--- src/rtl/ocp_seq_pkg.sv ---
package ocp_seq_pkg;

  typedef enum logic [2:0] {
    ST_OFF       = 3'd0,
    ST_SOFTSTART = 3'd1,
    ST_RUN       = 3'd2,
    ST_OCR       = 3'd3,
    ST_FMAX      = 3'd4,
    ST_BURST     = 3'd5,
    ST_LATCHED   = 3'd6
  } seqState_t;

  localparam int NUM_IN   = 14;
  localparam int I_CSREG  = 0;
  localparam int I_CSTRIP = 1;
  localparam int I_TMID   = 2;
  localparam int I_TTOP   = 3;
  localparam int I_TLOW   = 4;
  localparam int I_LON    = 5;
  localparam int I_LOFF   = 6;
  localparam int I_LOV    = 7;
  localparam int I_VSTART = 8;
  localparam int I_VUV    = 9;
  localparam int I_OT     = 10;
  localparam int I_EXT    = 11;
  localparam int I_BLOW   = 12;
  localparam int I_BHIGH  = 13;

  typedef struct packed {
    logic holdLoad;
    logic ssLoad;
    logic latchArm;
    logic latchExt;
  } ctrlStrobe_t;

  typedef struct packed {
    logic powerOk;
    logic lineOk;
    logic burstIdle;
    logic holdDone;
    logic ssDone;
    logic relUv;
    logic extCause;
    logic csReg;
    logic csTrip;
    logic tmrMid;
    logic tmrTop;
    logic tmrLow;
    logic lineOv;
    logic overTemp;
    logic extLatch;
  } dpStatus_t;

endpackage

--- src/rtl/ocp_sync_bits.sv ---
module ocp_sync_bits #(
  parameter int WIDTH  = 4,
  parameter int STAGES = 2
) (
  input  logic             clk,
  input  logic             rst_n,
  input  logic [WIDTH-1:0] asyncIn,
  output logic [WIDTH-1:0] syncOut
);
  for (genvar b = 0; b < WIDTH; b++) begin : g_bit
    logic [STAGES-1:0] chain;
    always_ff @(posedge clk or negedge rst_n) begin
      if (!rst_n) chain <= '0;
      else        chain <= {chain[STAGES-2:0], asyncIn[b]};
    end
    assign syncOut[b] = chain[STAGES-1];
  end
endmodule

--- src/rtl/ocp_seq_dp.sv ---
module ocp_seq_dp
  import ocp_seq_pkg::*;
#(
  parameter int HOLD_CYCLES = 20,
  parameter int SS_CYCLES   = 40
) (
  input  logic              clk,
  input  logic              rst_n,
  input  logic [NUM_IN-1:0] syn,
  input  ctrlStrobe_t       strobe,
  output dpStatus_t         status
);
  localparam int HW = $clog2(HOLD_CYCLES + 1);
  localparam int SW = $clog2(SS_CYCLES + 1);

  logic [HW-1:0] holdCnt;
  logic [SW-1:0] ssCnt;
  logic powerReg, lineReg, idleReg, relUvReg, extCauseReg;
  logic powerNow, lineNow, idleNow;

  // Hysteresis flags: clear bit wins, set bit or held value otherwise
  assign powerNow = !syn[I_VUV]   && (syn[I_VSTART] || powerReg);
  assign lineNow  = !syn[I_LOFF]  && (syn[I_LON]    || lineReg);
  assign idleNow  = !syn[I_BHIGH] && (syn[I_BLOW]   || idleReg);

  always_ff @(posedge clk or negedge rst_n) begin
    if (!rst_n) begin
      powerReg    <= 1'b0;
      lineReg     <= 1'b0;
      idleReg     <= 1'b0;
      relUvReg    <= 1'b0;
      extCauseReg <= 1'b0;
      holdCnt     <= '0;
      ssCnt       <= '0;
    end else begin
      powerReg <= powerNow;
      lineReg  <= lineNow;
      idleReg  <= idleNow;
      if (strobe.holdLoad)   holdCnt <= HW'(HOLD_CYCLES);
      else if (holdCnt != 0) holdCnt <= holdCnt - 1'b1;
      if (strobe.ssLoad)     ssCnt <= SW'(SS_CYCLES);
      else if (ssCnt != 0)   ssCnt <= ssCnt - 1'b1;
      if (strobe.latchArm) begin
        relUvReg    <= 1'b0;
        extCauseReg <= strobe.latchExt;
      end else if (syn[I_VUV]) begin
        relUvReg <= 1'b1;
      end
    end
  end

  always_comb begin
    status.powerOk   = powerNow;
    status.lineOk    = lineNow;
    status.burstIdle = idleNow;
    status.holdDone  = (holdCnt == 0);
    status.ssDone    = (ssCnt == 0);
    status.relUv     = relUvReg;
    status.extCause  = extCauseReg;
    status.csReg     = syn[I_CSREG];
    status.csTrip    = syn[I_CSTRIP];
    status.tmrMid    = syn[I_TMID];
    status.tmrTop    = syn[I_TTOP];
    status.tmrLow    = syn[I_TLOW];
    status.lineOv    = syn[I_LOV];
    status.overTemp  = syn[I_OT];
    status.extLatch  = syn[I_EXT];
  end

  AST_HOLD_RELOAD: assert property (@(posedge clk) disable iff (!rst_n)
    strobe.holdLoad |=> (holdCnt == HW'(HOLD_CYCLES)));
  AST_REL_CLEARED: assert property (@(posedge clk) disable iff (!rst_n)
    strobe.latchArm |=> !relUvReg);
  AST_SS_RELOAD: assert property (@(posedge clk) disable iff (!rst_n)
    strobe.ssLoad |=> (ssCnt == SW'(SS_CYCLES)));
endmodule

--- src/rtl/ocp_seq_ctrl.sv ---
module ocp_seq_ctrl
  import ocp_seq_pkg::*;
(
  input  logic        clk,
  input  logic        rst_n,
  input  dpStatus_t   status,
  output ctrlStrobe_t strobe,
  output seqState_t   state,
  output logic        ssDischarge,
  output logic        timerCharge,
  output logic        gateEn,
  output logic        latchedOff
);
  seqState_t nextState;
  logic latchReq, offReq;

  always_comb begin
    nextState = state;
    strobe    = '0;
    latchReq  = status.csTrip || status.extLatch ||
                (state == ST_FMAX && status.tmrTop);
    offReq    = !status.lineOk || status.lineOv || status.overTemp;
    case (state)
      ST_OFF: begin
        if (status.powerOk) begin
          if (status.extLatch) nextState = ST_LATCHED;
          else if (!offReq)    nextState = ST_SOFTSTART;
        end
      end
      ST_LATCHED: begin
        if (status.relUv && (status.extCause || status.tmrLow)) nextState = ST_OFF;
      end
      default: begin
        if (!status.powerOk)  nextState = ST_OFF;
        else if (latchReq)    nextState = ST_LATCHED;
        else if (offReq)      nextState = ST_OFF;
        else begin
          case (state)
            ST_SOFTSTART: begin
              if (status.csReg)       nextState = ST_OCR;
              else if (status.ssDone) nextState = ST_RUN;
            end
            ST_RUN: begin
              if (status.csReg)          nextState = ST_OCR;
              else if (status.burstIdle) nextState = ST_BURST;
            end
            ST_OCR: begin
              if (status.tmrMid)                            nextState = ST_FMAX;
              else if (!status.csReg && status.holdDone)    nextState = ST_RUN;
            end
            ST_FMAX:  if (!status.csReg)     nextState = ST_SOFTSTART;
            ST_BURST: if (!status.burstIdle) nextState = ST_RUN;
            default:  nextState = ST_OFF;
          endcase
        end
      end
    endcase
    if (nextState == ST_SOFTSTART && state != ST_SOFTSTART) strobe.ssLoad = 1'b1;
    if (nextState == ST_OCR && state != ST_OCR)             strobe.holdLoad = 1'b1;
    if (nextState == ST_LATCHED && state != ST_LATCHED) begin
      strobe.latchArm = 1'b1;
      strobe.latchExt = status.extLatch;
    end
  end

  always_ff @(posedge clk or negedge rst_n) begin
    if (!rst_n) state <= ST_OFF;
    else        state <= nextState;
  end

  always_comb begin
    gateEn      = state inside {ST_SOFTSTART, ST_RUN, ST_OCR, ST_FMAX};
    ssDischarge = state inside {ST_OFF, ST_OCR, ST_FMAX, ST_LATCHED};
    timerCharge = state inside {ST_OCR, ST_FMAX};
    latchedOff  = (state == ST_LATCHED);
  end

  AST_OCR_HOLDS: assert property (@(posedge clk) disable iff (!rst_n)
    (state == ST_OCR && !status.holdDone) |=> (state != ST_RUN));
  AST_TOP_LATCHES: assert property (@(posedge clk) disable iff (!rst_n)
    (state == ST_FMAX && status.tmrTop && status.powerOk) |=> (state == ST_LATCHED));
  AST_TRIP_LATCHES: assert property (@(posedge clk) disable iff (!rst_n)
    (state inside {ST_SOFTSTART, ST_RUN, ST_OCR, ST_FMAX, ST_BURST} &&
     status.csTrip && status.powerOk) |=> (state == ST_LATCHED));
  AST_LATCH_STAYS: assert property (@(posedge clk) disable iff (!rst_n)
    (state == ST_LATCHED && !status.relUv) |=> (state == ST_LATCHED));
  AST_BURST_NO_SS: assert property (@(posedge clk) disable iff (!rst_n)
    (state == ST_BURST) |=> (state != ST_SOFTSTART));
  AST_UV_FIRST: assert property (@(posedge clk) disable iff (!rst_n)
    (state inside {ST_SOFTSTART, ST_RUN, ST_OCR, ST_FMAX, ST_BURST} && !status.powerOk)
    |=> (state == ST_OFF));
endmodule

--- src/rtl/ocp_fault_seq.sv ---
module ocp_fault_seq
  import ocp_seq_pkg::*;
#(
  parameter int HOLD_CYCLES = 20,
  parameter int SS_CYCLES   = 40,
  parameter int SYNC_STAGES = 2
) (
  input  logic       clk,
  input  logic       rst_n,
  input  logic       csRegHi,
  input  logic       csTripHi,
  input  logic       tmrMidHi,
  input  logic       tmrTopHi,
  input  logic       tmrLowLo,
  input  logic       lineOnHi,
  input  logic       lineOffLo,
  input  logic       lineOvHi,
  input  logic       vccStartHi,
  input  logic       vccUvLo,
  input  logic       overTempHi,
  input  logic       extLatchHi,
  input  logic       burstLowLo,
  input  logic       burstHighHi,
  output logic       ssDischarge,
  output logic       timerCharge,
  output logic       gateEn,
  output logic       latchedOff,
  output logic [2:0] fsmState
);
  logic [NUM_IN-1:0] rawVec, synVec;
  ctrlStrobe_t strobe;
  dpStatus_t   status;
  seqState_t   state;

  always_comb begin
    rawVec           = '0;
    rawVec[I_CSREG]  = csRegHi;
    rawVec[I_CSTRIP] = csTripHi;
    rawVec[I_TMID]   = tmrMidHi;
    rawVec[I_TTOP]   = tmrTopHi;
    rawVec[I_TLOW]   = tmrLowLo;
    rawVec[I_LON]    = lineOnHi;
    rawVec[I_LOFF]   = lineOffLo;
    rawVec[I_LOV]    = lineOvHi;
    rawVec[I_VSTART] = vccStartHi;
    rawVec[I_VUV]    = vccUvLo;
    rawVec[I_OT]     = overTempHi;
    rawVec[I_EXT]    = extLatchHi;
    rawVec[I_BLOW]   = burstLowLo;
    rawVec[I_BHIGH]  = burstHighHi;
  end

  ocp_sync_bits #(.WIDTH(NUM_IN), .STAGES(SYNC_STAGES)) u_sync (
    .clk(clk), .rst_n(rst_n), .asyncIn(rawVec), .syncOut(synVec));

  ocp_seq_dp #(.HOLD_CYCLES(HOLD_CYCLES), .SS_CYCLES(SS_CYCLES)) u_dp (
    .clk(clk), .rst_n(rst_n), .syn(synVec), .strobe(strobe), .status(status));

  ocp_seq_ctrl u_ctrl (
    .clk(clk), .rst_n(rst_n), .status(status), .strobe(strobe), .state(state),
    .ssDischarge(ssDischarge), .timerCharge(timerCharge),
    .gateEn(gateEn), .latchedOff(latchedOff));

  assign fsmState = state;
endmodule

--- config.mk ---
export PLATFORM = sky130hd
export DESIGN_NAME = ocp_fault_seq
export DESIGN_NICKNAME = d
export VERILOG_FILES = /design/src/rtl/ocp_seq_pkg.sv /design/src/rtl/ocp_sync_bits.sv /design/src/rtl/ocp_seq_dp.sv /design/src/rtl/ocp_seq_ctrl.sv /design/src/rtl/ocp_fault_seq.sv
export SDC_FILE = /design/constraint.sdc
export NUM_CORES = 1
export LEC_CHECK = 0
export BUFFER_PORTS_ARGS = -buffer_cell sky130_fd_sc_hd__clkbuf_2
export CAP_MARGIN = 5
export CORE_ASPECT_RATIO = 1.2
export CORE_UTILIZATION = 33
export DETAILED_ROUTE_END_ITERATION = 7
export MAX_ROUTING_LAYER = met4
export SYNTH_ARGS = -nofsm -noshare
export SYNTH_HDL_FRONTEND = slang
export SYNTH_HIERARCHICAL = 1
export SYNTH_SLANG_ARGS = --single-unit
--- constraint.sdc ---
create_clock -name clk -period 6.3 [get_ports clk]
set_input_delay 1.26 -clock clk [delete_from_list [all_inputs] [get_ports clk]]
set_output_delay 1.26 -clock clk [all_outputs]
set_load 0.01 [all_outputs]
# Yosys cells after proc, flatten, opt, wreduce, memory -nomap -nowiden
# Cells that the tools add are included.
# totals
elab_cells,95
ff_bits,47
input_bits,16
output_inout_bits,7
# op_classes
n_eq_ne,12
n_reduce_logical,33
mux,26
add_sub_neg,2
# ops
cell,n
two-way mux 3 bit,15
one-hot mux 3 bit (5 select lines),1
"== test 3 bit, second input constant",4
two-way mux 6 bit,2
two-way mux 5 bit,2
"== test 3 x 2 -> 1 bit, second input constant",3
logical AND 1 bit,9
logical OR 1 bit,8
nonzero test 2 bit,4
nonzero test 4 bit,2
"== test 3 x 1 -> 1 bit, second input constant",2
logical NOT 6 bit,1
one-hot mux 3 bit (2 select lines),1
nonzero test 6 bit,1
"subtractor 6 x 1 -> 6 bit, second input constant",1
logical NOT 1 bit,5
logical NOT 5 bit,1
nonzero test 5 bit,1
"subtractor 5 x 1 -> 5 bit, second input constant",1
two-way mux 1 bit,4
logical NOT 3 bit,1
"!= test 3 x 1 -> 1 bit, second input constant",1
"!= test 3 x 2 -> 1 bit, second input constant",1
"!= test 3 bit, second input constant",1
two-way mux 2 bit,1

# Logic depth before layout (Yosys ltp)
# Gate-level depths: netlist of the first run.
# depth
ltp_word,13
mapped_depth,11
depth_no_buf,11

# By module
# Netlist of the first run, hierarchy kept.
# modules_own_cells
module,cells_each,n_inst,area_each_um2,seq_area_each_um2
ocp_seq_dp,84,1,857.1,400.4
ocp_sync_bits,42,1,805.8,700.7
ocp_seq_ctrl,60,1,439.2,75.1

# Worst setup path after synthesis of the first run
# OpenSTA, ideal clock, no wires.
# synth_path
path_kind,register -> register
from,reg u_dp.ssCnt[1]
to,reg u_dp.holdCnt[2]
n_path_buf,0
setup_ns,0.131
setup_slack_ns,3.869
path_stages_with_launch,12
period_less_slack_ns,2.431
arrival_time_ns,2.300
t_required_ns,6.169
cell_sequence,dfrtp_1 > inv_1 > ha_1 > or4b_4 > nor2_1 > nor2_1 > a31oi_1 > nor3b_1 > o311ai_1 > nor3_1 > a21oi_1 > o31ai_1
# synth_lines
item,line,text
start: declaration,ocp_seq_dp.sv:17,logic [SW-1:0] ssCnt;
start signal: assignment,ocp_seq_dp.sv:41,if (strobe.ssLoad) ssCnt <= SW'(SS_CYCLES);
start signal: assignment,ocp_seq_dp.sv:42,else if (ssCnt != 0) ssCnt <= ssCnt - 1'b1;
end signal: assignment,ocp_seq_dp.sv:39,if (strobe.holdLoad) holdCnt <= HW'(HOLD_CYCLES);
end signal: assignment,ocp_seq_dp.sv:40,else if (holdCnt != 0) holdCnt <= holdCnt - 1'b1;
end: declaration,ocp_seq_dp.sv:16,logic [HW-1:0] holdCnt;

# Worst setup path after layout of the first run
# layout_path
from,reg u_ctrl.state[2]
to,out ssDischarge
# layout_between
elab_chain_cells,2
word_cells_on_any_way,5
classes_between,3 x eq/ne; 2 x reduce/logical
# layout_lines
item,line,text
start: declaration,ocp_seq_ctrl.sv:8,"output seqState_t state,"
start signal: assignment,ocp_seq_ctrl.sv:68,else state <= nextState;
"== test 3 x 2 -> 1 bit, or another cell as far along",ocp_seq_ctrl.sv:73,"ssDischarge = state inside {ST_OFF, ST_OCR, ST_FMAX, ST_LATCHED};"
nonzero test 4 bit *,ocp_seq_ctrl.sv:73,
end: declaration,ocp_fault_seq.sv:24,"output logic ssDischarge,"
# Every way passes the cells marked *; elsewhere a longest branch is shown, timed or not.

==> impl_metrics.yaml, run 1 <==
drt:
  wl_um: 3262
  vias: 1254
  drt-pass1-iter-count: 4
  drtAntennaViolNets: 0
  viasPerCell: 4.662
  drcViolationCount: 0
  wl_per_cell_um: 12.13
  drt_iter0_drc: 43
critical_path:
  endpoint_kind: "output port"
  cp_cell_sequence: "nand2b_1 > xor2_1 > clkbuf_2"
  crit_fanout: 17
  worstSetupStartpointType: "register"
  worstSetupPathType: "reg2out"
  required_ps: 5040
  slowest_delay_ps: 700
  cpMaxStageDelayCell: "dfrtp_1"
  crit_arrival_ps: 1590
grt:
  grt_antenna_before_repair: 0
  grt-ovfl-total: 0
  grt_max_degree: 48
  grt_pass1_wl_um: 5533
  grt_pass1_vias: 1199
  grt_use_total: 0.1166
power_and_ir_drop:
  p_leak_uw: 0.0009902
  p_per_area_nw_per_um2: 345.3
  power_frac_comb: 0.237
  internal-power_uw: 532.1
  pwr-share-seq: 0.517
  p_switching_uw: 230.0
  power_frac_clock: 0.246
  peakVddDrop_v: 0.0001643
  power_switching_share: 0.3018
clock_tree:
  ctsHoldBuffers: 0
  root_buffer: "clkbuf_8"
  cts_tree: "done"
  numCtsBuffers: 5
  cts_setup_buffers: 0
  path_clk_slew_ps: 80
  clkLatencyLatePin_ps: 300
  ctsHtreeMaxLevel: 2
  clockBufferDepth: 2
  cts_resized: 0
  cts.sinks: 47
timing:
  timing.final.crit_period_ps: 2848
  skew_ps: 6.267
  slew_viol_final: 0
  tightest_slew_ps: 669.7
  fin_crit_sh: 0.4521
  finalSetupViolCount: 0
  rsz0062_at_grt: "no"
  hold_viol_final: 0
  finalSetupTns_ps: 0
  fmax_ghz: 0.3511
  relSlewSlack: 0.5501
place:
  dp_hpwl_um: 2252
  place_area_um2: 2108
  gp_congestion: 0.7862
  port_buffers: 22
  placedCellCount: 261
layout:
  antenna_cells: 0
  nNetsFinal: 205
  multi_input_area_um2: 681.9
  drive_above_1_share: 0.2086
  fillers: 615
  fin_area_um2: 2207
  seq_area_um2: 1176
  final_cells: 269
  area_growth_pct: 5.000
floorplan:
  die-area_um2: 6694
  die_h_um: 89.43
  rows: 31
  die_w_um: 74.86
  core_um2: 6090
  ios: 23
  start_util: 0.3452
synthesis:
  post_synth.cell_area_avg_um2: 11.30
  syn_nets: 205
  ys_seq_area_frac: 0.5595
  netlist_area_um2: 2102
  ys_seq_elements: 47
  ys_warn_count: 6
  syn_inst: 186
  synth-edff-count: 0
  synthFlopType: "dfrtp_1"
  synth_cell_types: 48
  async_flop_share: 1.000
worst_hold_path:
  hold_class: "reg2reg"
flow_run:
  cap_violations: 0
run_status:
  outcome: "complete, no violations"
## power by group through the flow
stage,clock (uW),combinational (uW),sequential [uW]
floorplan,0,162,386
global placement,0,179,399
detailed placement,0,183,400
CTS,198,183,394
global route,208,204,403
finish,188,180,394
## path summary, 6_finish.rpt
check                      cells after the start                            endpoint                               start  slack [ps]
max in group asynchronous                      2         u_dp/holdCnt[0]$_DFFE_PN0P_                               rst_n        4860
max                                            3                         ssDischarge           u_ctrl/state[2]$_DFF_PN0_        3450
min in group asynchronous                      2  u_sync/g_bit[7].chain[1]$_DFF_PN0_                               rst_n        1020
min reg2reg                                    0  u_sync/g_bit[6].chain[1]$_DFF_PN0_  u_sync/g_bit[6].chain[0]$_DFF_PN0_         350
min                                            0  u_sync/g_bit[6].chain[1]$_DFF_PN0_  u_sync/g_bit[6].chain[0]$_DFF_PN0_         350
max reg2reg                                   11         u_dp/holdCnt[2]$_DFFE_PN0P_           u_dp/ssCnt[1]$_DFFE_PN0P_        3470
## metal layers
| layer | global-route usage | vias up | wire length (um) |
|---|---|---|---|
| li1 | - | 611 | - |
| met1 | 0.1359 | 605 | 1386 |
| met2 | 0.1818 | 34 | 1637 |
| met3 | 0.03269 | 4 | 166 |
| met4 | 0.06175 | 0 | 71 |
| met5 | - | - | 0 |
## cells in the mapped netlist, types with 3 or more instances
cell type  count  area (um2)
a21oi_1        8       40.04
buf_4         27       202.7
clkbuf_1       3       11.26
dfrtp_1       47        1176
ha_1           3       37.54
inv_1          8       30.03
nand2_1        4       15.01
nand2b_1       7       43.79
nor2_1        19       71.32
nor2b_1        4       25.02
nor3_1         7       35.03
o21ai_0        3       15.01
or3_1          4       25.02
## layout by cell type (no fill, tap or decap), types with 2 or more instances in the layout
| master | n |
|---|---|
| a21oi_1 | 8 |
| nor2_1 | 19 |
| nand2b_1 | 7 |
| ha_1 | 3 |
| clkbuf_8 | 6 |
| nor2b_1 | 4 |
| a211oi_1 | 2 |
| mux2i_1 | 2 |
| dfrtp_1 | 47 |
| clkbuf_2 | 22 |
| nor3b_1 | 2 |
| a21o_1 | 2 |
| nand2_1 | 4 |
| o21ai_0 | 3 |
| xnor2_1 | 2 |
| o31ai_1 | 2 |
| or3_1 | 4 |
| inv_1 | 8 |
| a31oi_1 | 2 |
| nor3_1 | 7 |
## critical path, delay by kind of cell (launching register included)
kind / cells / cell delay, ps
DFF: 1 / 700
buffers and inverters: 1 / 160
and+or+nand+nor: 1 / 250
xor gates and xnor gates: 1 / 190
## kinds of logic after synthesis
kind of cell             synth area share
flip-flops                         0.5595
XOR/XNOR                          0.01250
multiplexers                      0.01488
AO/OA/AOI/OAI                      0.1024
adder cells (fa/ha/maj)           0.01786
AND/OR/NAND/NOR                    0.1768
buffers and inverters              0.1161
## sequential cells by signal, summed over array words and instances, names as in the netlist
name / cells
u_dp/powerReg: 1
u_ctrl/state: 3
u_dp/extCauseReg: 1
u_dp/idleReg: 1
u_dp/ssCnt: 6
u_dp/relUvReg: 1
u_dp/lineReg: 1
u_dp/holdCnt: 5
u_sync/g_bit.chain: 28
## metrics by stage
step,worst slack [ps],total power [uW],util,hold WS [ps]
2_1_floorplan,3869,547.8,-,331.2
3_3_place_gp,3426,577.8,0.3462,331.3
3_5_place_dp,3501,583.0,0.3462,334.7
4_1_cts,3439,776.2,0.3624,356.2
5_1_grt,3217,815.5,0.3624,362.0
6_report,3452,762.1,0.3624,352.6
## final cells by class
type / count / share of cell area
Sequential cell: 47 / 0.5329
Multi-Input combinational cell: 101 / 0.3090
Timing Repair Buffer: 23 / 0.05329
Tap cell: 82 / 0.04649
Clock buffer: 6 / 0.03741
Inverter: 8 / 0.01361
Clock inverter: 2 / 0.007370
(Power assumes the default switching activity.)
==> inputs of run 2 (changes only) <==
clock period = 2.55 ns   (was 6.3 ns; I/O delays follow)
==> run 2 against run 1 <==
Against the previous run: clock power is 140% higher; first-iteration DRC count is 65% higher; non-clock buffer count is 12 higher; combinational power grew to 2.9 times the previous value; sequential power is 150% higher; sequential share of layout area is 2.3 points lower.
==> impl_metrics.yaml, run 2 (synthesis gave the netlist of run 1 again) <==
clock_tree:
  numCtsBuffers: 5
  path_clk_slew_ps: 80
  cts_tree: "done"
  clockBufferDepth: 2
  clkLatencyLatePin_ps: 300
  ctsHoldBuffers: 0
  root_buffer: "clkbuf_8"
  cts.sinks: 47
  ctsHtreeMaxLevel: 2
floorplan:
  die_h_um: 89.43
  rows: 31
  die_w_um: 74.86
  ios: 23
  start_util: 0.3452
  core_um2: 6090
  die-area_um2: 6694
layout:
  area_growth_pct: 9.762
  top_regs: "u_sync/g_bit.chain (28), u_dp/ssCnt (6), u_dp/holdCnt (5)"
  drive_above_1_share: 0.2714
  final_cell_mix: "47 x dfrtp_1, 22 x clkbuf_2, 18 x nor2_1, 13 x buf_4"
  final_cells: 281
  fin_area_um2: 2307
  layout_commonest_cell: "dfrtp_1"
  antenna_cells: 0
  largest_reg_flops: 28
  regMostFlops: "u_sync/g_bit.chain"
  nNetsFinal: 217
timing:
  finalSetupViolCount: 0
  hold_viol_final: 0
  fin_ws_ps: 228.8
  slew_viol_final: 0
  relSlewSlack: 0.6050
  fmax_ghz: 0.4308
  rsz0062_at_grt: "no"
  finalSetupTns_ps: 0
  fin_crit_sh: 0.9103
  tightest_slew_ps: 584.5
  timing.final.crit_period_ps: 2321
  skew_ps: 12.17
worst_hold_path:
  hold_class: "in2async"
drt:
  drt_iter0_drc: 71
  drtAntennaViolNets: 0
  vias: 1272
  viasPerCell: 4.527
  drt-pass1-iter-count: 4
  drcViolationCount: 0
  wl_per_cell_um: 11.98
  wl_um: 3367
power_and_ir_drop:
  power_frac_clock: 0.231
  internal-power_uw: 1333
  pwr-share-seq: 0.501
  p_switching_uw: 596.8
  peakVddDrop_v: 0.0004948
  power_frac_comb: 0.269
  p_per_area_nw_per_um2: 836.4
  p_leak_uw: 0.001043
  p_total_uw: 1930
  power_switching_share: 0.3092
place:
  place_area_um2: 2198
  port_buffers: 22
  placedCellCount: 273
  dp_hpwl_um: 2443
  gp_congestion: 0.7631
  place_ws_ps: 97.74
critical_path:
  cp_cell_sequence: "inv_2 > ha_2 > or4b_4 > nor2_4 > nor2_1 > a31oi_1 > nor3b_1 > o311ai_1 > nor3_1 > buf_4 > a21oi_1 > o31ai_1"
  slowest_delay_ps: 480
  endpoint_kind: "register"
  crit_fanout: 5
  required_ps: 2720
  cpMaxStageDelayCell: "or4b_4"
  worstSetupStartpointType: "register"
  worstSetupPathType: "reg2reg"
  crit_arrival_ps: 2500
run_status:
  outcome: "complete, no violations"
grt:
  grt_pass1_wl_um: 5844
  grt_max_degree: 28
  grt_antenna_before_repair: 0
  grt_pass1_vias: 1295
  grt_use_total: 0.1213
  grt-ovfl-total: 0
flow_run:
  cap_violations: 0
==> run 2: metrics by stage <==
step | util | hold WS, ps
2_1_floorplan | - | 214.4
3_3_place_gp | 0.3610 | 333.6
3_5_place_dp | 0.3610 | 334.7
4_1_cts | 0.3756 | 179.0
5_1_grt | 0.3789 | 195.2
6_report | 0.3789 | 163.1
==> run 2: power groups by stage <==
stage / Clock (uW) / Sequential, uW / Combinational [uW]
final: 445 / 967 / 518
after global routing: 493 / 985 / 591
after CTS: 461 / 962 / 514
after detailed placement: 0 / 974 / 512
after global placement: 0 / 975 / 499
after floorplan: 0 / 954 / 400
==> run 2: layout make-up <==
type	instances	area (um2)
tap	82	102.6
fill	592	3782
sequential	47	1176
inverter	8	30.03
timing repair buffer	35	207.7
clock buffer	6	72.57
multi-input combinational	101	701.9
clock inverter	2	16.27
==> run 2: worst paths after layout <==
path | slack [ps] | to | cells past startpoint | start
worst max-delay path | 230 | u_dp/holdCnt[2]$_DFFE_PN0P_ | 12 | u_dp/ssCnt[0]$_DFFE_PN0P_
worst min-delay path | 160 | u_sync/g_bit[11].chain[0]$_DFF_PN0_ | 1 | rst_n
worst max register to register | 230 | u_dp/holdCnt[2]$_DFFE_PN0P_ | 12 | u_dp/ssCnt[0]$_DFFE_PN0P_
worst min register to register | 350 | u_sync/g_bit[7].chain[1]$_DFF_PN0_ | 0 | u_sync/g_bit[7].chain[0]$_DFF_PN0_
max in group asynchronous | 1670 | u_ctrl/state[0]$_DFF_PN0_ | 2 | rst_n
min in group clk | 310 | u_sync/g_bit[8].chain[0]$_DFF_PN0_ | 1 | vccStartHi
==> run 2: repair_timing <==
action | in CTS | in global routing
setup buffers | 0 | 0
gates resized for setup | 0 | 6
endpoints found under the setup margin | 0 | 4
==> run 2: critical path, delay by kind of cell, from the launching register on <==
family	cells	cell delay, ps
and+or+nand+nor	5	790
AOI/OAI and AO/OA	4	610
DFF	1	410
buffers and inverters	2	240
adders and majority gates	1	170
==> run 2: layer usage <==
layer  GRT usage  up-vias  part of all wire
met5           -        -                 0
met4     0.06175        0             0.012
met3     0.03495        4             0.046
met2      0.1777       27              0.49
met1      0.1519      605              0.46
li1            -      636                 -
